<file path="config.mk">
export PLATFORM = sky130hd
export DESIGN_NAME = btb_core
export DESIGN_NICKNAME = d
export VERILOG_FILES = /design/src/rtl/btb_pkg.sv /design/src/rtl/btb_probe.sv /design/src/rtl/btb_store.sv /design/src/rtl/btb_resolve.sv /design/src/rtl/btb_core.sv
export SDC_FILE = /design/constraint.sdc
export NUM_CORES = 2
export LEC_CHECK = 0
export BUFFER_PORTS_ARGS = -buffer_cell sky130_fd_sc_hd__buf_2
export CAP_MARGIN = 30
export CORE_UTILIZATION = 60
export DETAILED_ROUTE_END_ITERATION = 16
export MAX_ROUTING_LAYER = met4
export PLACE_DENSITY = 0.83
export SETUP_SLACK_MARGIN = 0.15
export SYNTH_ARGS = -nofsm -noshare
export SYNTH_HDL_FRONTEND = slang
export SYNTH_HIERARCHICAL = 1
export SYNTH_SLANG_ARGS = --single-unit
</file>
<file path="constraint.sdc">
create_clock -name clk -period 7.1 [get_ports clk]
set_clock_uncertainty 0.15 [all_clocks]
set_input_delay 0.355 -clock clk [delete_from_list [all_inputs] [get_ports clk]]
set_output_delay 0.355 -clock clk [all_outputs]
set_load 0.01 [all_outputs]
</file>
<file path="src/rtl/btb_pkg.sv">
`timescale 1ns/1ps
package btb_pkg;
  typedef enum logic [1:0] {
    ACT_NONE     = 2'd0,
    ACT_INSERT   = 2'd1,
    ACT_DELETE   = 2'd2,
    ACT_RETARGET = 2'd3
  } btb_act_e;

  localparam logic [1:0] PEN_FREE = 2'd0;
  localparam logic [1:0] PEN_FLUSH = 2'd2;
endpackage

</file>
<file path="src/rtl/btb_probe.sv">
`timescale 1ns/1ps
// Splits an aligned address into index and tag and compares it with one slot.
module btb_probe #(
  parameter int unsigned PC_W  = 32,
  parameter int unsigned IDX_W = 4,
  parameter int unsigned OFS_W = 2
) (
  input  logic [PC_W-OFS_W-1:0]       word_addr,
  output logic [IDX_W-1:0]            slot_idx,
  output logic [PC_W-OFS_W-IDX_W-1:0] slot_tag,
  input  logic                        ent_valid,
  input  logic [PC_W-OFS_W-IDX_W-1:0] ent_tag,
  output logic                        hit
);
  localparam int unsigned TAG_W = PC_W - OFS_W - IDX_W;

  always_comb begin
    slot_idx = word_addr[IDX_W-1:0];
    slot_tag = word_addr[IDX_W +: TAG_W];
    hit      = ent_valid && (ent_tag == slot_tag);
  end
endmodule

</file>
<file path="src/rtl/btb_store.sv">
`timescale 1ns/1ps
// Slot storage: valid bits with reset, tag/target without reset, one write port, two read ports.
module btb_store #(
  parameter int unsigned PC_W  = 32,
  parameter int unsigned IDX_W = 4,
  parameter int unsigned TAG_W = 26
) (
  input  logic             clk,
  input  logic             rst_n,
  input  logic             wr_en,
  input  logic             wr_fill,
  input  logic [IDX_W-1:0] wr_idx,
  input  logic [TAG_W-1:0] wr_tag,
  input  logic [PC_W-1:0]  wr_tgt,
  input  logic [IDX_W-1:0] fa_idx,
  output logic             fa_valid,
  output logic [TAG_W-1:0] fa_tag,
  output logic [PC_W-1:0]  fa_tgt,
  input  logic [IDX_W-1:0] ra_idx,
  output logic             ra_valid,
  output logic [TAG_W-1:0] ra_tag,
  output logic [PC_W-1:0]  ra_tgt
);
  localparam int unsigned DEPTH = 1 << IDX_W;

  logic [DEPTH-1:0] valid_q;
  logic [DEPTH-1:0] valid_d;
  logic [DEPTH-1:0] fill_en;
  logic [TAG_W-1:0] tag_q [DEPTH];
  logic [PC_W-1:0]  tgt_q [DEPTH];

  genvar e;
  generate
    for (e = 0; e < DEPTH; e++) begin : g_slot
      always_comb begin
        fill_en[e] = wr_en && wr_fill && (wr_idx == IDX_W'(e));
        valid_d[e] = valid_q[e];
        if (wr_en && (wr_idx == IDX_W'(e))) begin
          valid_d[e] = wr_fill;
        end
      end
    end
  endgenerate

  always_ff @(posedge clk or negedge rst_n) begin
    if (!rst_n) begin
      valid_q <= '0;
    end else if (wr_en) begin
      valid_q <= valid_d;
    end
  end

  always_ff @(posedge clk) begin
    for (int i = 0; i < DEPTH; i++) begin
      if (fill_en[i]) begin
        tag_q[i] <= wr_tag;
        tgt_q[i] <= wr_tgt;
      end
    end
  end

  always_comb begin
    fa_valid = valid_q[fa_idx];
    fa_tag   = tag_q[fa_idx];
    fa_tgt   = tgt_q[fa_idx];
    ra_valid = valid_q[ra_idx];
    ra_tag   = tag_q[ra_idx];
    ra_tgt   = tgt_q[ra_idx];
  end
endmodule

</file>
<file path="src/rtl/btb_resolve.sv">
`timescale 1ns/1ps
// Classifies a resolved branch against the table and picks action, penalty and refetch address.
module btb_resolve
  import btb_pkg::*;
#(
  parameter int unsigned PC_W  = 32,
  parameter int unsigned OFS_W = 2
) (
  input  logic            res_valid,
  input  logic            res_taken,
  input  logic [PC_W-1:0] res_pc,
  input  logic [PC_W-1:0] res_target,
  input  logic            slot_hit,
  input  logic [PC_W-1:0] slot_tgt,
  output btb_act_e        action,
  output logic [1:0]      penalty,
  output logic            redirect,
  output logic [PC_W-1:0] redirect_pc,
  output logic            wr_en,
  output logic            wr_fill
);
  localparam logic [PC_W-1:0] STEP = {{(PC_W-1){1'b0}}, 1'b1} << OFS_W;

  always_comb begin
    action      = ACT_NONE;
    redirect_pc = res_target;
    if (res_valid) begin
      if (!slot_hit) begin
        action = res_taken ? ACT_INSERT : ACT_NONE;
      end else if (!res_taken) begin
        action      = ACT_DELETE;
        redirect_pc = res_pc + STEP;
      end else if (slot_tgt != res_target) begin
        action = ACT_RETARGET;
      end
    end
    redirect = (action != ACT_NONE);
    penalty  = redirect ? PEN_FLUSH : PEN_FREE;
    wr_en    = redirect;
    wr_fill  = (action != ACT_DELETE);
  end
endmodule

</file>
<file path="src/rtl/btb_core.sv">
`timescale 1ns/1ps
module btb_core
  import btb_pkg::*;
#(
  parameter int unsigned PC_W  = 32,
  parameter int unsigned IDX_W = 4,
  parameter int unsigned OFS_W = 2
) (
  input  logic            clk,
  input  logic            rst_n,
  input  logic [PC_W-1:0] fetch_pc,
  output logic            fetch_hit,
  output logic [PC_W-1:0] fetch_next_pc,
  input  logic            res_valid,
  input  logic [PC_W-1:0] res_pc,
  input  logic            res_taken,
  input  logic [PC_W-1:0] res_target,
  output logic            res_redirect,
  output logic [PC_W-1:0] res_redirect_pc,
  output logic [1:0]      res_action,
  output logic [1:0]      res_penalty
);
  localparam int unsigned TAG_W = PC_W - OFS_W - IDX_W;
  localparam logic [PC_W-1:0] STEP = {{(PC_W-1){1'b0}}, 1'b1} << OFS_W;

  // Reset: asserted asynchronously, released after two clock edges.
  logic [1:0] rst_pipe_q;
  logic       rst_sync_n;

  always_ff @(posedge clk or negedge rst_n) begin
    if (!rst_n) begin
      rst_pipe_q <= 2'b00;
    end else begin
      rst_pipe_q <= {rst_pipe_q[0], 1'b1};
    end
  end
  assign rst_sync_n = rst_pipe_q[1];

  logic [IDX_W-1:0] f_idx, r_idx;
  logic [TAG_W-1:0] f_tag, r_tag, f_ent_tag, r_ent_tag;
  logic             f_ent_valid, r_ent_valid, f_hit, r_hit;
  logic [PC_W-1:0]  f_ent_tgt, r_ent_tgt;
  logic             wr_en, wr_fill;
  btb_act_e         act;

  btb_probe #(.PC_W(PC_W), .IDX_W(IDX_W), .OFS_W(OFS_W)) u_fetch_probe (
    .word_addr (fetch_pc[PC_W-1:OFS_W]),
    .slot_idx  (f_idx),
    .slot_tag  (f_tag),
    .ent_valid (f_ent_valid),
    .ent_tag   (f_ent_tag),
    .hit       (f_hit)
  );

  btb_probe #(.PC_W(PC_W), .IDX_W(IDX_W), .OFS_W(OFS_W)) u_res_probe (
    .word_addr (res_pc[PC_W-1:OFS_W]),
    .slot_idx  (r_idx),
    .slot_tag  (r_tag),
    .ent_valid (r_ent_valid),
    .ent_tag   (r_ent_tag),
    .hit       (r_hit)
  );

  btb_store #(.PC_W(PC_W), .IDX_W(IDX_W), .TAG_W(TAG_W)) u_store (
    .clk      (clk),
    .rst_n    (rst_sync_n),
    .wr_en    (wr_en),
    .wr_fill  (wr_fill),
    .wr_idx   (r_idx),
    .wr_tag   (r_tag),
    .wr_tgt   (res_target),
    .fa_idx   (f_idx),
    .fa_valid (f_ent_valid),
    .fa_tag   (f_ent_tag),
    .fa_tgt   (f_ent_tgt),
    .ra_idx   (r_idx),
    .ra_valid (r_ent_valid),
    .ra_tag   (r_ent_tag),
    .ra_tgt   (r_ent_tgt)
  );

  btb_resolve #(.PC_W(PC_W), .OFS_W(OFS_W)) u_resolve (
    .res_valid   (res_valid),
    .res_taken   (res_taken),
    .res_pc      (res_pc),
    .res_target  (res_target),
    .slot_hit    (r_hit),
    .slot_tgt    (r_ent_tgt),
    .action      (act),
    .penalty     (res_penalty),
    .redirect    (res_redirect),
    .redirect_pc (res_redirect_pc),
    .wr_en       (wr_en),
    .wr_fill     (wr_fill)
  );

  always_comb begin
    res_action    = act;
    fetch_hit     = f_hit;
    fetch_next_pc = f_hit ? f_ent_tgt : (fetch_pc + STEP);
  end
endmodule

</file>
# After elaboration in Yosys (flattened, before gate mapping)
# Memory sizes are Yosys's and may differ from the RTL's.
# Index checks and enable logic that the tools add are counted.
[word_totals] reg_bits=18 mem_bits_rw=928 input_bits=100 output_inout_bits=70 elab_cells=261 mem_count=2
[memory_table] memory="u_store.tgt_q" depth=16 word_bits=32 rd=2 rd_ports_with_merged_regs=0 wr=1 line="btb_store.sv:30" source="logic [PC_W-1:0] tgt_q [DEPTH];"
[memory_table] memory="u_store.tag_q" depth=16 word_bits=26 rd=2 rd_ports_with_merged_regs=0 wr=1 line="btb_store.sv:29" source="logic [TAG_W-1:0] tag_q [DEPTH];"
[classes] n_addsub=2 n_lt_le_gt_ge=2 eq_ne=19 mux=136 n_reduce_logical=83
[op_table] op="32-bit two-way mux" count=19
[op_table] op="32-bit OR reduction" count=15
[op_table] op="26-bit two-way mux" count=15
[op_table] op="26-bit OR reduction" count=15
[op_table] op="4-bit two-way mux" count=30
[op_table] op="1-bit two-way mux" count=65
[op_table] op="32-bit by 3-bit adder with 32-bit output, second input constant" count=2
[op_table] op="26-bit equality test" count=2
[op_table] op="1-bit logical AND" count=35
[op_table] op="4-bit equality test, second input constant" count=8
[op_table] op="32-bit != test" count=1
[op_table] op="2-bit AND reduction" count=16
[op_table] op="4-bit by 3-bit equality test with 1-bit output, second input constant" count=4
[op_table] op="4-bit by 5-bit < comparator with 1-bit output, second input constant" count=2
[op_table] op="2-bit two-way mux" count=5
[op_table] op="1-bit binary-select mux with 4-bit select" count=2
[op_table] op="4-bit by 2-bit equality test with 1-bit output, second input constant" count=2
[op_table] op="4-bit by 1-bit equality test with 1-bit output, second input constant" count=1
[op_table] op="4-bit logical NOT" count=1
[op_table] op="2-bit != test, second input constant" count=1
[op_table] op="2-bit nonzero test" count=1

# Longest topological paths before layout
# An unclocked memory read counts as a cell.
[depth] ltp_word=27 depth_mapped=18 mapped_depth_nobuf=12

# Cells and area by module
# The synthesis kept the hierarchy.
[by_module_without_submodules] mod="btb_store" n_inst=1 cells_each=2000 area_per_inst_um2=42264.3 seq_area_each_um2=28267.1
[by_module_without_submodules] mod="btb_resolve" n_inst=1 cells_each=209 area_per_inst_um2=1353.8 seq_area_each_um2=0.0
[by_module_without_submodules] mod="btb_probe" n_inst=2 cells_each=65 area_per_inst_um2=515.5 seq_area_each_um2=0.0
[by_module_without_submodules] mod="btb_core" n_inst=1 cells_each=158 area_per_inst_um2=992.2 seq_area_each_um2=50.0

# Least setup slack after synthesis
# OpenSTA, ideal clock, no wires.
[synth_timing] path_type="input port to flip-flop" start="input res_pc[2]" end="memory u_store.tag_q[0][0], enable pin" setup_time_ps=547 arrival_time_ps=7677 t_required_ps=6403 path_slack_ps=-1274 stages=15 n_path_buf=4 path_cell_list="buf_4 > buf_2 > buf_2 > mux4_2 > a22oi_1 > nand2_1 > xnor2_1 > nand4_1 > or4_1 > nor4_2 > o21ai_0 > a31oi_1 > buf_4 > nand4bb_1 > nor3_1"
[synth_via] word_cells_on_any_way=123 cone_classes="18 x eq/ne; 68 x mux; 35 x reduce/logical; 2 x memory"
[synth_lines] item="start: declaration" line="btb_core.sv:15" source="input logic [PC_W-1:0] res_pc,"
[synth_lines] item="memory read 16 x 26 bit"
[synth_lines] item="net r_ent_tag[13]" line="btb_core.sv:40" source="logic [TAG_W-1:0] f_tag, r_tag, f_ent_tag, r_ent_tag;"
[synth_lines] item="26-bit equality test" line="btb_probe.sv:20" source="hit = ent_valid && (ent_tag == slot_tag);"
[synth_lines] item="1-bit logical AND" line="btb_probe.sv:20"
[synth_lines] item="net r_hit" line="btb_core.sv:41" source="logic f_ent_valid, r_ent_valid, f_hit, r_hit;"
[synth_lines] item="2-bit two-way mux" line="btb_resolve.sv:28" source="if (!slot_hit) begin"
[synth_lines] item="2-bit two-way mux" line="btb_resolve.sv:27" source="if (res_valid) begin"
[synth_lines] item="2-bit nonzero test" line="btb_resolve.sv:37" source="redirect = (action != ACT_NONE);"
[synth_lines] item="net res_redirect" line="btb_core.sv:18" source="output logic res_redirect,"
[synth_lines] item="1-bit logical AND (2 in series)" line="btb_store.sv:36" source="fill_en[e] = wr_en && wr_fill && (wr_idx == IDX_W'(e));"
[synth_lines] item="net u_store.fill_en[0]" line="btb_store.sv:28" source="logic [DEPTH-1:0] fill_en;"
[synth_lines] item="1-bit two-way mux" line="btb_store.sv:55" source="if (fill_en[i]) begin"
[synth_lines] item="1-bit two-way mux (implied by the code)" line="btb_store.sv:56" source="tag_q[i] <= wr_tag;"
[synth_lines] item="1-bit two-way mux (no source line) (15 in series)"
[synth_lines] item="end: declaration" line="btb_store.sv:29"
# The timed path passes the listed nets, and every way through them passes these cells. The select of a mux whose other input is x is not followed.

# Final worst setup path
[layout_timing] start="input res_pc[2]" end="output res_redirect_pc[8]"
[layout_via] elab_chain_len=5 word_cells_on_any_way=9 cone_classes="1 x add/sub; 1 x eq/ne; 5 x mux; 1 x reduce/logical; 1 x memory"
[layout_lines] item="memory read 16 x 26 bit"
[layout_lines] item="net r_ent_tag[0]" line="btb_core.sv:40"
[layout_lines] item="26-bit equality test" line="btb_probe.sv:20"
[layout_lines] item="1-bit logical AND" line="btb_probe.sv:20"
[layout_lines] item="net r_hit" line="btb_core.sv:41"
[layout_lines] item="32-bit two-way mux" line="btb_resolve.sv:28"
[layout_lines] item="32-bit two-way mux" line="btb_resolve.sv:27"
[layout_lines] item="end: declaration" line="btb_core.sv:19" source="output logic [PC_W-1:0] res_redirect_pc,"
# The timed path passes the listed nets, and every way through them passes these cells. The select of a mux whose other input is x is not followed.

==> impl_metrics.env <==
export IMPL_fillers=4497
export IMPL_cts_buffers=94
export IMPL_yosysWarnings=6
export IMPL_grt_first_pass_wirelength_mm=196
export IMPL_min_period_over_period_pct=87.6
export IMPL_critPathKind="primary input to output pin"
export IMPL_pwr_share_comb_pct=10.2
export IMPL_crit_arrival_ps=5720
export IMPL_tightest_slew_ps=1130
export IMPL_die_y_um=277
export IMPL_grt_overflow_total=0
export IMPL_status="finished clean"
export IMPL_powerDensity_mw_per_mm2=243
export IMPL_die_w_um=277
export IMPL_drc=0
export IMPL_hold_class="primary input to flip-flop"
export IMPL_use_met1_pct=47.6
export IMPL_core_area_mm2=0.0747
export IMPL_intPower_w=0.00948
export IMPL_first_pass_iters=6
export IMPL_drtIter0Drc=4946
export IMPL_viasPerCell=7.78
export IMPL_cts_tree="done"
export IMPL_tns_ps=0
export IMPL_met3_usage_pct=11.7
export IMPL_routedWlPerCell_um=36.7
export IMPL_clockRootBuffer="clkbuf_16"
export IMPL_wl_mm=136
export IMPL_switchingPower_w=0.00291
export IMPL_crit_required_ps=6590
export IMPL_postRouteAntennaNets=0
export IMPL_crit_fanout=82
export IMPL_setup_viol=0
export IMPL_maxCapViolCount=0
export IMPL_final_max_slew_violation_count=0
export IMPL_syn_inst=2471
export IMPL_syn_cell_area_mm2=0.0454
export IMPL_multi_input_area_mm2=0.0162
export IMPL_grt_pass1_vias=29006
export IMPL_start_util_pct=60.8
export IMPL_drive_gt1_share_pct=33.1
export IMPL_switching_share_pct=23.5
export IMPL_relSlewSlack_pct=24.9
export IMPL_pre_cts_ws_ps=684
export IMPL_syn2layout_area_growth_pct=12.2
export IMPL_leakagePower_nw=16.4
export IMPL_seq_area_mm2=0.0283
export IMPL_cts_sinks=946
export IMPL_clk_pin_slew_worst_paths_ps=60
export IMPL_synth_avg_cell_area_um2=18.4
export IMPL_layout_min_cycle_time_ps=6220
export IMPL_htree_levels=3
export IMPL_hold_viol=0
export IMPL_setup_slack_ps=878
export IMPL_peakVddDrop_v=0.000215
export IMPL_clk_latency_ps=660
export IMPL_finalPower_w=0.0124
export IMPL_dr_total_vias=28745
export IMPL_dieArea_mm2=0.0768
export IMPL_worstSetupEndpointType="output pin"
export IMPL_cts_buffer_depth=3
export IMPL_port_buffers=168
export IMPL_seqPwrFrac_pct=50.6
export IMPL_layout_nets=2748
export IMPL_row_count=100
export IMPL_start_kind="primary input"
export IMPL_dpl_hpwl_mm=80.9
export IMPL_rsz0062_at_grt="false"
export IMPL_grt_max_degree=121
export IMPL_syn_nets=2573
export IMPL_utilization_pct=68.3
export IMPL_track_usage_pct=36.6
export IMPL_place_gp_congestion=0.928
export IMPL_max_freq_ghz=0.161
export IMPL_busiest_layer="met2"
export IMPL_clkPwrFrac_pct=39.2
export IMPL_ios=170
export IMPL_antenna_found_initial=7
export IMPL_gr_usage_met2_pct=53.5
export IMPL_hold_worst_slack_ps=23.8
sequential cells by signal (all words and copies together), names as in the netlist:
register / flops
rst_pipe_q: 2
u_store/tag_q: 416
u_store/tgt_q: 512
u_store/valid_q: 16
metal layers:
layer / up-vias / share of wire (%)
met2: 2817 / 46
met4: 0 / 5.0
met3: 506 / 16
met5: - / 0
met1: 14591 / 33
li1: 10831 / -
area by class of cell:
class                   instances  area share [%]
clock inverters                48           0.817
inverters                      10          0.0736
well taps                     969            2.38
clock buffers                 120            5.00
repair buffers                294            4.50
flip-flops and latches        946            55.5
multi-input cells            1300            31.7
diodes                          7          0.0343
cells in the final DEF (no fill, tap or decap), types with 15 or more instances in the layout:
master and instances:
a21o_1 16, a22oi_1 237, buf_12 21, buf_2 165
buf_4 49, clkbuf_1 18, clkbuf_16 96, clkinv_2 17
dfrtp_1 18, dlygate4sd3_1 51, edfxtp_1 928, mux4_2 472
nand2_1 190, nand3_1 27, nand4_1 22, nor2_1 20
o21ai_0 38, o21ai_1 15, xnor2_1 82, xor2_1 44
per-stage QoR:
stage / instances / instance area [um^2]
finish: 3694 / 51000
global route: 3694 / 51000
CTS: 3685 / 50900
detailed placement: 3466 / 47500
global placement: 3462 / 47400
floorplan: 2471 / 45500
worst max-delay path, stage by stage:
cell     delay, ps
buf_8          640
mux4_2         620
a22oi_1        240
nand2_1        140
xnor2_1        280
nand4_1        270
or4_1          610
nor4_2         470
nand2_1        130
or2_2          370
buf_4          360
o21ai_0        760
buf_2          270
final timing paths:
| kind | start | end | slack (ps) | depth (start not counted) |
|---|---|---|---|---|
| setup / recovery | res_pc[2] | res_redirect_pc[8] | 880 | 13 |
| hold / removal | res_pc[17] | u_store/tag_q[6][11] | 20 | 1 |
| setup reg to reg | u_store/tag_q[2][0] | u_store/tgt_q[11][18] | 1400 | 13 |
| hold reg to reg | rst_pipe_q[1] | u_store/valid_q[12] | 140 | 0 |
| max in group asynchronous | rst_pipe_q[1] | u_store/valid_q[3] | 6210 | 0 |
| min in group asynchronous | rst_pipe_q[1] | u_store/valid_q[12] | 140 | 0 |
power by group through the flow:
stage / Clock (W) / Combinational (W) / Sequential (W)
after floorplan: 0 / 0.000753 / 0.00637
after global placement: 0 / 0.00116 / 0.00637
after detailed placement: 0 / 0.00119 / 0.00638
after CTS: 0.00488 / 0.00123 / 0.00627
after global routing: 0.00506 / 0.00130 / 0.00628
final: 0.00486 / 0.00126 / 0.00627
what timing repair did:
item | in CTS | in global routing
setup buffers | 0 | 0
resized for setup | 0 | 0
hold buffers | 51 | 0
endpoints found under the hold margin | 754 | 0
No activity file was read; power rests on OpenSTA's default activity.
